==> config.mk <==
export PLATFORM = sky130hd
export DESIGN_NAME = banked_regfile
export DESIGN_NICKNAME = d
export VERILOG_FILES = /design/src/rtl/brf_pkg.sv /design/src/rtl/brf_addr_map.sv /design/src/rtl/brf_gpr_store.sv /design/src/rtl/brf_status.sv /design/src/rtl/brf_pc_unit.sv /design/src/rtl/banked_regfile.sv
export SDC_FILE = /design/constraint.sdc
export NUM_CORES = 2
export LEC_CHECK = 0
export BUFFER_PORTS_ARGS = -buffer_cell sky130_fd_sc_hd__buf_2
export CAP_MARGIN = 20
export CORE_MARGIN = 10
export CORE_UTILIZATION = 50
export CTS_CLUSTER_DIAMETER = 30
export DETAILED_ROUTE_END_ITERATION = 10
export GPL_ROUTABILITY_DRIVEN = 0
export PLACE_DENSITY_LB_ADDON = 0.08
export SYNTH_ARGS = -nofsm -noshare
export SYNTH_HDL_FRONTEND = slang
export SYNTH_HIERARCHICAL = 1
export SYNTH_SLANG_ARGS = --single-unit
==> constraint.sdc <==
create_clock -name clk -period 6.9 [get_ports clk]
set_clock_uncertainty 0.2 [all_clocks]
set_input_delay 0.345 -clock clk [delete_from_list [all_inputs] [get_ports clk]]
set_output_delay 0.345 -clock clk [all_outputs]
set_load 0.02 [all_outputs]
==> src/rtl/brf_pkg.sv <==
package brf_pkg;

    localparam int XLEN     = 32;
    localparam int NARCH    = 16;
    localparam int ADDR_W   = $clog2(NARCH);
    localparam int NBANK    = 7;
    localparam int BANK_W   = $clog2(NBANK);
    localparam int NSAVED   = NBANK - 1;
    localparam int NPHYS    = 32;
    localparam int PIDX_W   = $clog2(NPHYS);
    localparam int MODE_W   = 5;
    localparam int NMAP     = 4;

    localparam int HI_FIQ_BASE = 13;
    localparam int SP_BASE     = 18;
    localparam int LR_BASE     = SP_BASE + NBANK;

    localparam logic [MODE_W-1:0] MODE_USR = 5'b10000;
    localparam logic [MODE_W-1:0] MODE_FIQ = 5'b10001;
    localparam logic [MODE_W-1:0] MODE_IRQ = 5'b10010;
    localparam logic [MODE_W-1:0] MODE_SVC = 5'b10011;
    localparam logic [MODE_W-1:0] MODE_MON = 5'b10110;
    localparam logic [MODE_W-1:0] MODE_ABT = 5'b10111;
    localparam logic [MODE_W-1:0] MODE_UND = 5'b11011;
    localparam logic [MODE_W-1:0] MODE_SYS = 5'b11111;

    localparam logic [XLEN-1:0] STATUS_RST = 32'h0000_00D3;

    typedef enum logic [1:0] {
        ST_WORD = 2'd0,
        ST_HALF = 2'd1,
        ST_BYTE = 2'd2,
        ST_RSVD = 2'd3
    } exec_state_e;

    typedef logic [BANK_W-1:0] bank_t;
    typedef logic [PIDX_W-1:0] pidx_t;
    typedef logic [XLEN-1:0]   word_t;

    typedef struct packed {
        logic  en;
        pidx_t idx;
        word_t data;
    } gpr_wr_t;

    // Bank 0 is the shared user/system bank; 1..6 are exception banks.
    function automatic bank_t mode_bank(logic [MODE_W-1:0] m);
        bank_t b;
        case (m)
            MODE_FIQ: b = bank_t'(1);
            MODE_IRQ: b = bank_t'(2);
            MODE_SVC: b = bank_t'(3);
            MODE_MON: b = bank_t'(4);
            MODE_ABT: b = bank_t'(5);
            MODE_UND: b = bank_t'(6);
            default:  b = bank_t'(0);
        endcase
        return b;
    endfunction

    function automatic logic has_saved(logic [MODE_W-1:0] m);
        return mode_bank(m) != bank_t'(0);
    endfunction

    function automatic pidx_t phys_index(logic [ADDR_W-1:0] a, bank_t b);
        pidx_t p;
        if (a < ADDR_W'(8))
            p = pidx_t'(a);
        else if (a < ADDR_W'(13))
            p = (b == bank_t'(1)) ? pidx_t'(a) + pidx_t'(HI_FIQ_BASE - 8) : pidx_t'(a);
        else if (a == ADDR_W'(13))
            p = pidx_t'(SP_BASE) + pidx_t'(b);
        else if (a == ADDR_W'(14))
            p = pidx_t'(LR_BASE) + pidx_t'(b);
        else
            p = pidx_t'(0);
        return p;
    endfunction

    function automatic word_t align_pc(word_t v, exec_state_e s);
        word_t r;
        case (s)
            ST_HALF: r = {v[XLEN-1:1], 1'b0};
            ST_BYTE: r = v;
            default: r = {v[XLEN-1:2], 2'b00};
        endcase
        return r;
    endfunction

endpackage

==> src/rtl/brf_addr_map.sv <==
module brf_addr_map
    import brf_pkg::*;
(
    input  logic [ADDR_W-1:0] arch_addr,
    input  bank_t             bank,
    output pidx_t             pidx
);
    always_comb pidx = phys_index(arch_addr, bank);
endmodule

==> src/rtl/brf_gpr_store.sv <==
module brf_gpr_store
    import brf_pkg::*;
#(
    parameter int NENT = NPHYS,
    parameter int NRD  = 2
) (
    input  logic    clk,
    input  logic    rst,
    input  gpr_wr_t wr_port,
    input  gpr_wr_t wr_link,
    input  pidx_t   rd_idx  [NRD],
    output word_t   rd_data [NRD]
);
    word_t mem [NENT];

    always_ff @(posedge clk) begin
        if (rst) begin
            for (int i = 0; i < NENT; i++) mem[i] <= '0;
        end else begin
            for (int i = 0; i < NENT; i++) begin
                if (wr_link.en && wr_link.idx == PIDX_W'(i))
                    mem[i] <= wr_link.data;
                else if (wr_port.en && wr_port.idx == PIDX_W'(i))
                    mem[i] <= wr_port.data;
            end
        end
    end

    // Reads see the value that this cycle's writes will leave behind.
    for (genvar p = 0; p < NRD; p++) begin : g_rd
        always_comb begin
            if (wr_link.en && wr_link.idx == rd_idx[p])
                rd_data[p] = wr_link.data;
            else if (wr_port.en && wr_port.idx == rd_idx[p])
                rd_data[p] = wr_port.data;
            else
                rd_data[p] = mem[rd_idx[p]];
        end
    end
endmodule

==> src/rtl/brf_status.sv <==
module brf_status
    import brf_pkg::*;
(
    input  logic              clk,
    input  logic              rst,
    input  logic              exc_en,
    input  logic [MODE_W-1:0] exc_mode,
    input  logic              cpsr_we,
    input  word_t             cpsr_wdata,
    input  logic              spsr_we,
    input  word_t             spsr_wdata,
    output word_t             cpsr_q,
    output word_t             spsr_rd
);
    word_t saved [NSAVED];
    bank_t cur_bank;
    bank_t tgt_bank;

    always_comb begin
        cur_bank = mode_bank(cpsr_q[MODE_W-1:0]);
        tgt_bank = mode_bank(exc_mode);
    end

    always_ff @(posedge clk) begin
        if (rst) begin
            cpsr_q <= STATUS_RST;
        end else if (exc_en) begin
            cpsr_q <= {cpsr_q[XLEN-1:MODE_W], exc_mode};
        end else if (cpsr_we) begin
            cpsr_q <= cpsr_wdata;
        end
    end

    always_ff @(posedge clk) begin
        if (rst) begin
            for (int k = 0; k < NSAVED; k++) saved[k] <= '0;
        end else begin
            for (int k = 0; k < NSAVED; k++) begin
                if (exc_en) begin
                    if (tgt_bank == BANK_W'(k + 1)) saved[k] <= cpsr_q;
                end else if (spsr_we && cur_bank == BANK_W'(k + 1)) begin
                    saved[k] <= spsr_wdata;
                end
            end
        end
    end

    always_comb begin
        spsr_rd = '0;
        for (int k = 0; k < NSAVED; k++)
            if (cur_bank == BANK_W'(k + 1)) spsr_rd = saved[k];
    end
endmodule

==> src/rtl/brf_pc_unit.sv <==
module brf_pc_unit
    import brf_pkg::*;
(
    input  logic        clk,
    input  logic        rst,
    input  exec_state_e state,
    input  logic        r15_we,
    input  word_t       r15_wdata,
    input  logic        load_en,
    input  word_t       load_val,
    output word_t       pc_o,
    output logic        br_req,
    output word_t       br_target
);
    word_t pc_q;

    always_comb begin
        br_req    = r15_we;
        br_target = align_pc(r15_wdata, state);
        pc_o      = align_pc(pc_q, state);
    end

    always_ff @(posedge clk) begin
        if (rst)          pc_q <= '0;
        else if (r15_we)  pc_q <= br_target;
        else if (load_en) pc_q <= load_val;
    end
endmodule

==> src/rtl/banked_regfile.sv <==
module banked_regfile
    import brf_pkg::*;
(
    input  logic        clk,
    input  logic        rst,
    input  logic [1:0]  state_i,
    input  logic [3:0]  rd_a_addr,
    output logic [31:0] rd_a_data,
    input  logic [3:0]  rd_b_addr,
    output logic [31:0] rd_b_data,
    input  logic        wr_en,
    input  logic [3:0]  wr_addr,
    input  logic [31:0] wr_data,
    input  logic        lnk_en,
    input  logic [31:0] lnk_data,
    input  logic        exc_en,
    input  logic [4:0]  exc_mode,
    input  logic [31:0] exc_ret,
    input  logic        cpsr_we,
    input  logic [31:0] cpsr_wdata,
    output logic [31:0] cpsr_o,
    input  logic        spsr_we,
    input  logic [31:0] spsr_wdata,
    output logic [31:0] spsr_o,
    input  logic        pc_load_en,
    input  logic [31:0] pc_load_val,
    output logic [31:0] pc_o,
    output logic        br_req,
    output logic [31:0] br_target
);
    localparam logic [ADDR_W-1:0] PC_ADDR = ADDR_W'(NARCH - 1);
    localparam logic [ADDR_W-1:0] LR_ADDR = ADDR_W'(NARCH - 2);
    localparam int P_RDA = 0, P_RDB = 1, P_WR = 2, P_LNK = 3;

    word_t             status_q;
    bank_t             cur_bank;
    bank_t             exc_bank;
    logic [ADDR_W-1:0] map_addr [NMAP];
    bank_t             map_bank [NMAP];
    pidx_t             map_idx  [NMAP];
    gpr_wr_t           wr_port;
    gpr_wr_t           wr_link;
    pidx_t             rd_idx   [2];
    word_t             rd_val   [2];
    logic              r15_we;
    word_t             pc_val;

    always_comb begin
        cur_bank = mode_bank(status_q[MODE_W-1:0]);
        exc_bank = mode_bank(exc_mode);

        map_addr[P_RDA] = rd_a_addr;  map_bank[P_RDA] = cur_bank;
        map_addr[P_RDB] = rd_b_addr;  map_bank[P_RDB] = cur_bank;
        map_addr[P_WR]  = wr_addr;    map_bank[P_WR]  = cur_bank;
        map_addr[P_LNK] = LR_ADDR;    map_bank[P_LNK] = exc_en ? exc_bank : cur_bank;
    end

    for (genvar p = 0; p < NMAP; p++) begin : g_map
        brf_addr_map u_map (
            .arch_addr (map_addr[p]),
            .bank      (map_bank[p]),
            .pidx      (map_idx[p])
        );
    end

    always_comb begin
        wr_port.en   = wr_en && !exc_en && (wr_addr != PC_ADDR);
        wr_port.idx  = map_idx[P_WR];
        wr_port.data = wr_data;
        wr_link.en   = exc_en || lnk_en;
        wr_link.idx  = map_idx[P_LNK];
        wr_link.data = exc_en ? exc_ret : lnk_data;
        rd_idx[0]    = map_idx[P_RDA];
        rd_idx[1]    = map_idx[P_RDB];
        r15_we       = wr_en && !exc_en && (wr_addr == PC_ADDR);
    end

    brf_gpr_store #(.NENT(NPHYS), .NRD(2)) u_store (
        .clk     (clk),
        .rst     (rst),
        .wr_port (wr_port),
        .wr_link (wr_link),
        .rd_idx  (rd_idx),
        .rd_data (rd_val)
    );

    brf_status u_status (
        .clk        (clk),
        .rst        (rst),
        .exc_en     (exc_en),
        .exc_mode   (exc_mode),
        .cpsr_we    (cpsr_we),
        .cpsr_wdata (cpsr_wdata),
        .spsr_we    (spsr_we),
        .spsr_wdata (spsr_wdata),
        .cpsr_q     (status_q),
        .spsr_rd    (spsr_o)
    );

    brf_pc_unit u_pc (
        .clk       (clk),
        .rst       (rst),
        .state     (exec_state_e'(state_i)),
        .r15_we    (r15_we),
        .r15_wdata (wr_data),
        .load_en   (pc_load_en),
        .load_val  (pc_load_val),
        .pc_o      (pc_val),
        .br_req    (br_req),
        .br_target (br_target)
    );

    always_comb begin
        cpsr_o    = status_q;
        pc_o      = pc_val;
        rd_a_data = (rd_a_addr == PC_ADDR) ? pc_val : rd_val[0];
        rd_b_data = (rd_b_addr == PC_ADDR) ? pc_val : rd_val[1];
    end
endmodule

After elaboration in Yosys (flattened, before gate mapping) --
Memory sizes are Yosys's and may differ from the RTL's. Cells that the tools add are included.
Storage, ports and cells: flip-flop bits (word level) 64, RAM bits 1216, input bits 219, output and inout port bits 193, word-level logic and storage cells 667, memories kept 2
Cells by class: $add $sub $neg 6, order comparisons 6, equal/unequal tests 102, multiplexer cells 387, bitwise gates (word level) 77, reductions and logical operators 84
Memories:
- u_store.mem | depth 32, width 32, rd ports 2, clocked after Yosys merged registers in 0, write ports 32, line brf_gpr_store.sv:14 | word_t mem [NENT];
- u_status.saved | depth 6, width 32, rd ports 6, clocked after Yosys merged registers in 0, write ports 6, line brf_status.sv:15 | word_t saved [NSAVED];
Operators by type and width (count):
- 32-bit two-way mux | 91
- 1-bit two-way mux | 274
- 5-bit equality test (second input constant) | 44
- 5-bit two-way mux | 17
- 5-bit by 4-bit equality test with 1-bit output (second input constant) | 16
- 1-bit logical AND | 77
- 1-bit OR | 76
- 5-bit by 3-bit equality test with 1-bit output (second input constant) | 8
- 4-bit equality test (second input constant) | 9
- 3-bit case mux with 6 select lines | 2
- 4-bit less-than comparator (second input constant) | 6
- 5-bit by 2-bit equality test with 1-bit output (second input constant) | 4
- 5-bit equality test | 4
- 3-bit equality test (second input constant) | 6
- 4-bit by 3-bit adder with 5-bit output (second input constant) | 3
- 3-bit by 2-bit equality test with 1-bit output (second input constant) | 4
- 4-bit by 4-bit adder with 5-bit output (first input constant) | 2
- 5-bit by 1-bit equality test with 1-bit output (second input constant) | 2
- 5-bit logical NOT | 2
- 2-bit case mux with 2 select lines | 2
- 3-bit by 1-bit equality test with 1-bit output (second input constant) | 2
- 5-bit by 3-bit adder with 5-bit output (first input constant) | 1
- 4-bit != test (second input constant) | 1
- 2-bit nonzero test | 2
- other kinds (7) | 7

Depth between registers and ports, before layout --
word-level depth 14, gate-level depth with buffers 20

Hierarchy --
The synthesis kept the hierarchy.
By module, submodules not included:
- brf_gpr_store | times used 1, cells each 5276, area each 62484.9 um^2
- brf_status | times used 1, cells each 831, area each 10998.0 um^2
- brf_pc_unit | times used 1, cells each 214, area each 2065.7 um^2
- banked_regfile | times used 1, cells each 136, area each 1599.0 um^2
- brf_addr_map | times used 4, cells each 45, area each 330.3 um^2

Least setup slack after synthesis --
Ideal clock, no wire load.
path type reg2reg, start register u_status.cpsr_q[1], end memory u_store/mem[18][0] (netlist bit), enable pin, arrival time 4518 ps, path slack 1623 ps, stages on the path, launching flop included 17, buffers on the path 3, period minus slack after synthesis 5277 ps, path through dfxtp_1 -> nand2_1 -> nor3_1 -> o2bb2ai_1 -> ha_1 -> ha_1 -> and3b_1 -> a21oi_1 -> o211ai_1 -> a21o_1 -> buf_2 -> or2_0 -> clkbuf_2 -> or2_2 -> nand3_1 -> clkbuf_1 -> nand3b_1
RTL lines:
- start, declared | line brf_status.sv:12 | output word_t cpsr_q,
- start signal, assigned | line brf_status.sv:28 | cpsr_q <= {cpsr_q[XLEN-1:MODE_W], exc_mode};
- start signal, assigned | line brf_status.sv:30 | cpsr_q <= cpsr_wdata;
- end, declared | line brf_gpr_store.sv:14

==> metrics.md <==
| Metric | Value |
|---|---|
| DR pass1 iterations | 7 |
| CTS Buffer Depth | 4 |
| RSZ-0062 raised after global routing | false |
| Largest family of logic cells by synthesized area | compound AO/OA/AOI/OAI gates |
| Final net count | 7247 |
| Vias per cell | 7.386 |
| Register-to-register path setup slack | 1.22 ns |
| Top post-synthesis cells by count | edfxtp_1, nand2_1, a22o_1 |
| Max IR drop VDD | 0.2886 mV |
| Vias in the first global route | 66.96k |
| Number of synthesized flops with an enable pin | 1216 |
| Status | complete, no violations |
| Vias after detailed routing | 68.85k |
| Cell repeated most along the worst path | buf_4 |
| Initial antenna violation count | 11 |
| WP buf/inv | 7 |
| Post-Syn Instances | 6637 |
| CORE AREA | 156000 um2 |
| Area Growth Syn to Fin | 21.40% |
| Share of cells above drive strength 1 | 27.04% |
| Utilization after layout | 61.05% |
| Synth top area cells | edfxtp_1, mux4_2, a22o_1 |
| Worst stage delay on the critical path | 0.78 ns |
| Clk sinks | 1280 |
| Max-Cap Viols | 0 |
| Crit start category | register |
| GRT overflow | 0 |
| HP Class | input pin to register |
| Latest clock arrival within the worst-skew pair | 0.93 ns |
| FF+latch count, synth | 1280 |
| Syn avg cell area | 11.82 um2 |
| Multi-input logic area | 36740 um2 |
| P_leak | 36.78 nW |
| Seq/Total Area, Yosys | 48.17% |
| CP max FO | 26 |
| Rows | 145 |
| CTS Root Cell | clkbuf_16 |
| Setup TNS | 0 ns |
| Largest area contributor in the netlist | edfxtp_1 |
| Die width | 416.2 um |
| # IOs | 412 |
| Final WL | 365500 um |
| Critical Path Stages | 19 |
| CP max-delay cell | o21ai_0 |
| WS Path Type | register to output port |
| Cell family with most CP delay | buffers and inverters |
| Post-DRT Antenna Nets | 0 |
| Async set or reset register ratio after synthesis | 0% |
| TritonCTS Buffers | 342 |
| Final setup violation count | 0 |
| Clk slew on worst S/H paths | 0.04 ns |
| Synth Area in Simple Gates | 8.918% |
| Yosys cell types | 101 |
| WP data arrival | 6.33 ns |
| Cell area power density | 320.3 nW/um2 |
| Total die area | 173200 um2 |
| DP HPWL | 220900 um |
| Final worst path period share | 99.67% |
| IO buf count | 411 |
| Largest net degree at the start of global routing | 159 |
| Die Y | 416.2 um |
| H-tree levels | 5 |
| Initial Utilization | 50.29% |
| Drt first-iter violations | 11.85k |
| All-Layer GR Usage | 40.62% |
| Most used DFF post-synth | edfxtp_1 |
| Synth warn | 6 |
| Detailed-route DRC error count | 0 |
| Synth Area in XOR/XNOR | 0.2232% |
| F_max | 145.4 MHz |
| Fillers | 12.07k |
| Global-route wire length before repair | 507500 um |
| Worst R2R Path Depth | 16 |
| WHS | 0.03719 ns |
| Post-synth top area share | 46.53% |
| Final hold vios | 0 |
| Wire length per cell | 39.21 um |
| Period minus WS final | 6.878 ns |
| Compound-gate portion of the synthesized area | 18.19% |
| Mux cell area share after synthesis | 18.07% |
| Worst-Margin Slew | 1.259 ns |
| Slew HR | 16.10% |
| Adder-Cell Fraction of Synth Area | 0.5421% |
| Sequential Area | 37800 um2 |
| Synthesized area | 78470 um2 |
| Fin. max-slew vios | 0 |
| Critical path endpoint category | output port |
| Req. time, crit path | 6.36 ns |
| CTS tree | yes |
| Most common cell in the synthesized netlist | edfxtp_1 |
| CP Cell Sequence | buf_4 > nand2_1 > nor3_1 > buf_4 > inv_1 > ha_1 > nor2b_1 > nand4b_1 > o221a_4 > buf_12 > xnor2_1 > nand4_1 > or2_0 > buf_4 > nand2_1 > buf_4 > o21ai_0 > mux2_4 > buf_2 |
| Postcts setup bufs | 0 |
| Hold path depth | 4 |
## what timing repair did
action,CTS,global route
gates resized for setup,0,5
hold buffers,214,0
hold endpoints to repair,457,0
endpoints found under the setup margin,0,10
## power breakdown
group | internal, W | total (W) | switching (W)
registers | 0.00907 | 0.00934 | 0.000272
clock network | 0.0109 | 0.0157 | 0.00475
logic | 0.00197 | 0.00549 | 0.00352
## kinds of logic (layout without fill, tap and decap cells)
| kind of cell | count (synthesis) | count (layout) |
|---|---|---|
| AOI/OAI and AO/OA | 1905 | 1905 |
| xor gates and xnor gates | 20 | 20 |
| adders and majority gates | 34 | 34 |
| buffers and inverters | 971 | 1562 |
| DFF | 1280 | 1280 |
| muxes | 841 | 841 |
| other | 2 | 38 |
| and+or+nand+nor | 1584 | 1584 |
## layout make-up
type	instances	share of cell area, %
Sequential cell	1280	39.68
Multi-Input combinational cell	4409	38.56
Clock buffer	411	9.549
Timing Repair Buffer	916	7.028
Tap cell	2058	2.703
Clock inverter	190	2.262
Inverter	45	0.1799
Antenna cell	13	0.03415
## final timing paths
check / startpoint / endpoint
hold reg to reg: u_status/cpsr_q[11]$_SDFFE_PP0P_ / u_status/saved[5][11]$_DFFE_PP_
setup reg to reg: u_status/cpsr_q[4]$_SDFFE_PP1P_ / u_store/mem[28][8]$_SDFFCE_PP0P_
setup / recovery: u_status/cpsr_q[4]$_SDFFE_PP1P_ / rd_a_data[3]
hold / removal: wr_data[29] / u_store/mem[22][29]$_SDFFCE_PP0P_
## cells in the final DEF, fill, tap and decap left out, types with 121 or more instances in the layout
cell,instances
a21oi_1,524
nand2_1,1095
dlygate4sd3_1,214
a22o_1,792
edfxtp_1,1216
clkbuf_16,349
mux4_2,427
buf_4,266
buf_2,410
nor2_1,121
mux2i_1,284
## worst reg2reg max path, cell delays in order (launching register included)
cell	delay [ns]
dfxtp_1	0.30
buf_4	0.23
nand2_1	0.13
nor3_1	0.15
buf_4	0.20
o2bb2ai_1	0.18
inv_1	0.11
ha_1	0.28
o21ai_1	0.16
o221a_1	0.33
buf_4	0.32
nand4bb_1	0.38
nor2_1	0.14
nor4_2	0.22
buf_4	0.67
or3_2	0.71
buf_4	0.58
## layer usage
layer  GRT usage (%)  vias to the layer above  part of all wire [%]
li1                -                    26695                     -
met4           31.23                        8                   9.4
met3           14.55                     1706                    15
met2           58.26                     6557                    42
met5               0                        -                 0.014
met1           49.76                    33882                    34
## through the flow
stage / cell area [um2] / setup slack (ns) / power, W / std cells
2_1_floorplan: 78560 / 1.623 / 0.01256 / 6660
3_3_place_gp: 81680 / 0.9072 / 0.01452 / 8486
3_5_place_dp: 81730 / 0.9416 / 0.01457 / 8488
4_1_cts: 95120 / 0.01670 / 0.03025 / 9303
5_1_grt: 95230 / 0.04805 / 0.03105 / 9309
6_report: 95260 / 0.02248 / 0.03051 / 9322
## registers in the layout (all words and copies together) (netlist names)
name	cells
u_status/cpsr_q	32
u_store/mem	1024
u_pc/pc_q	32
u_status/saved	192
Note: power is estimated with default switching activity, not from simulation.
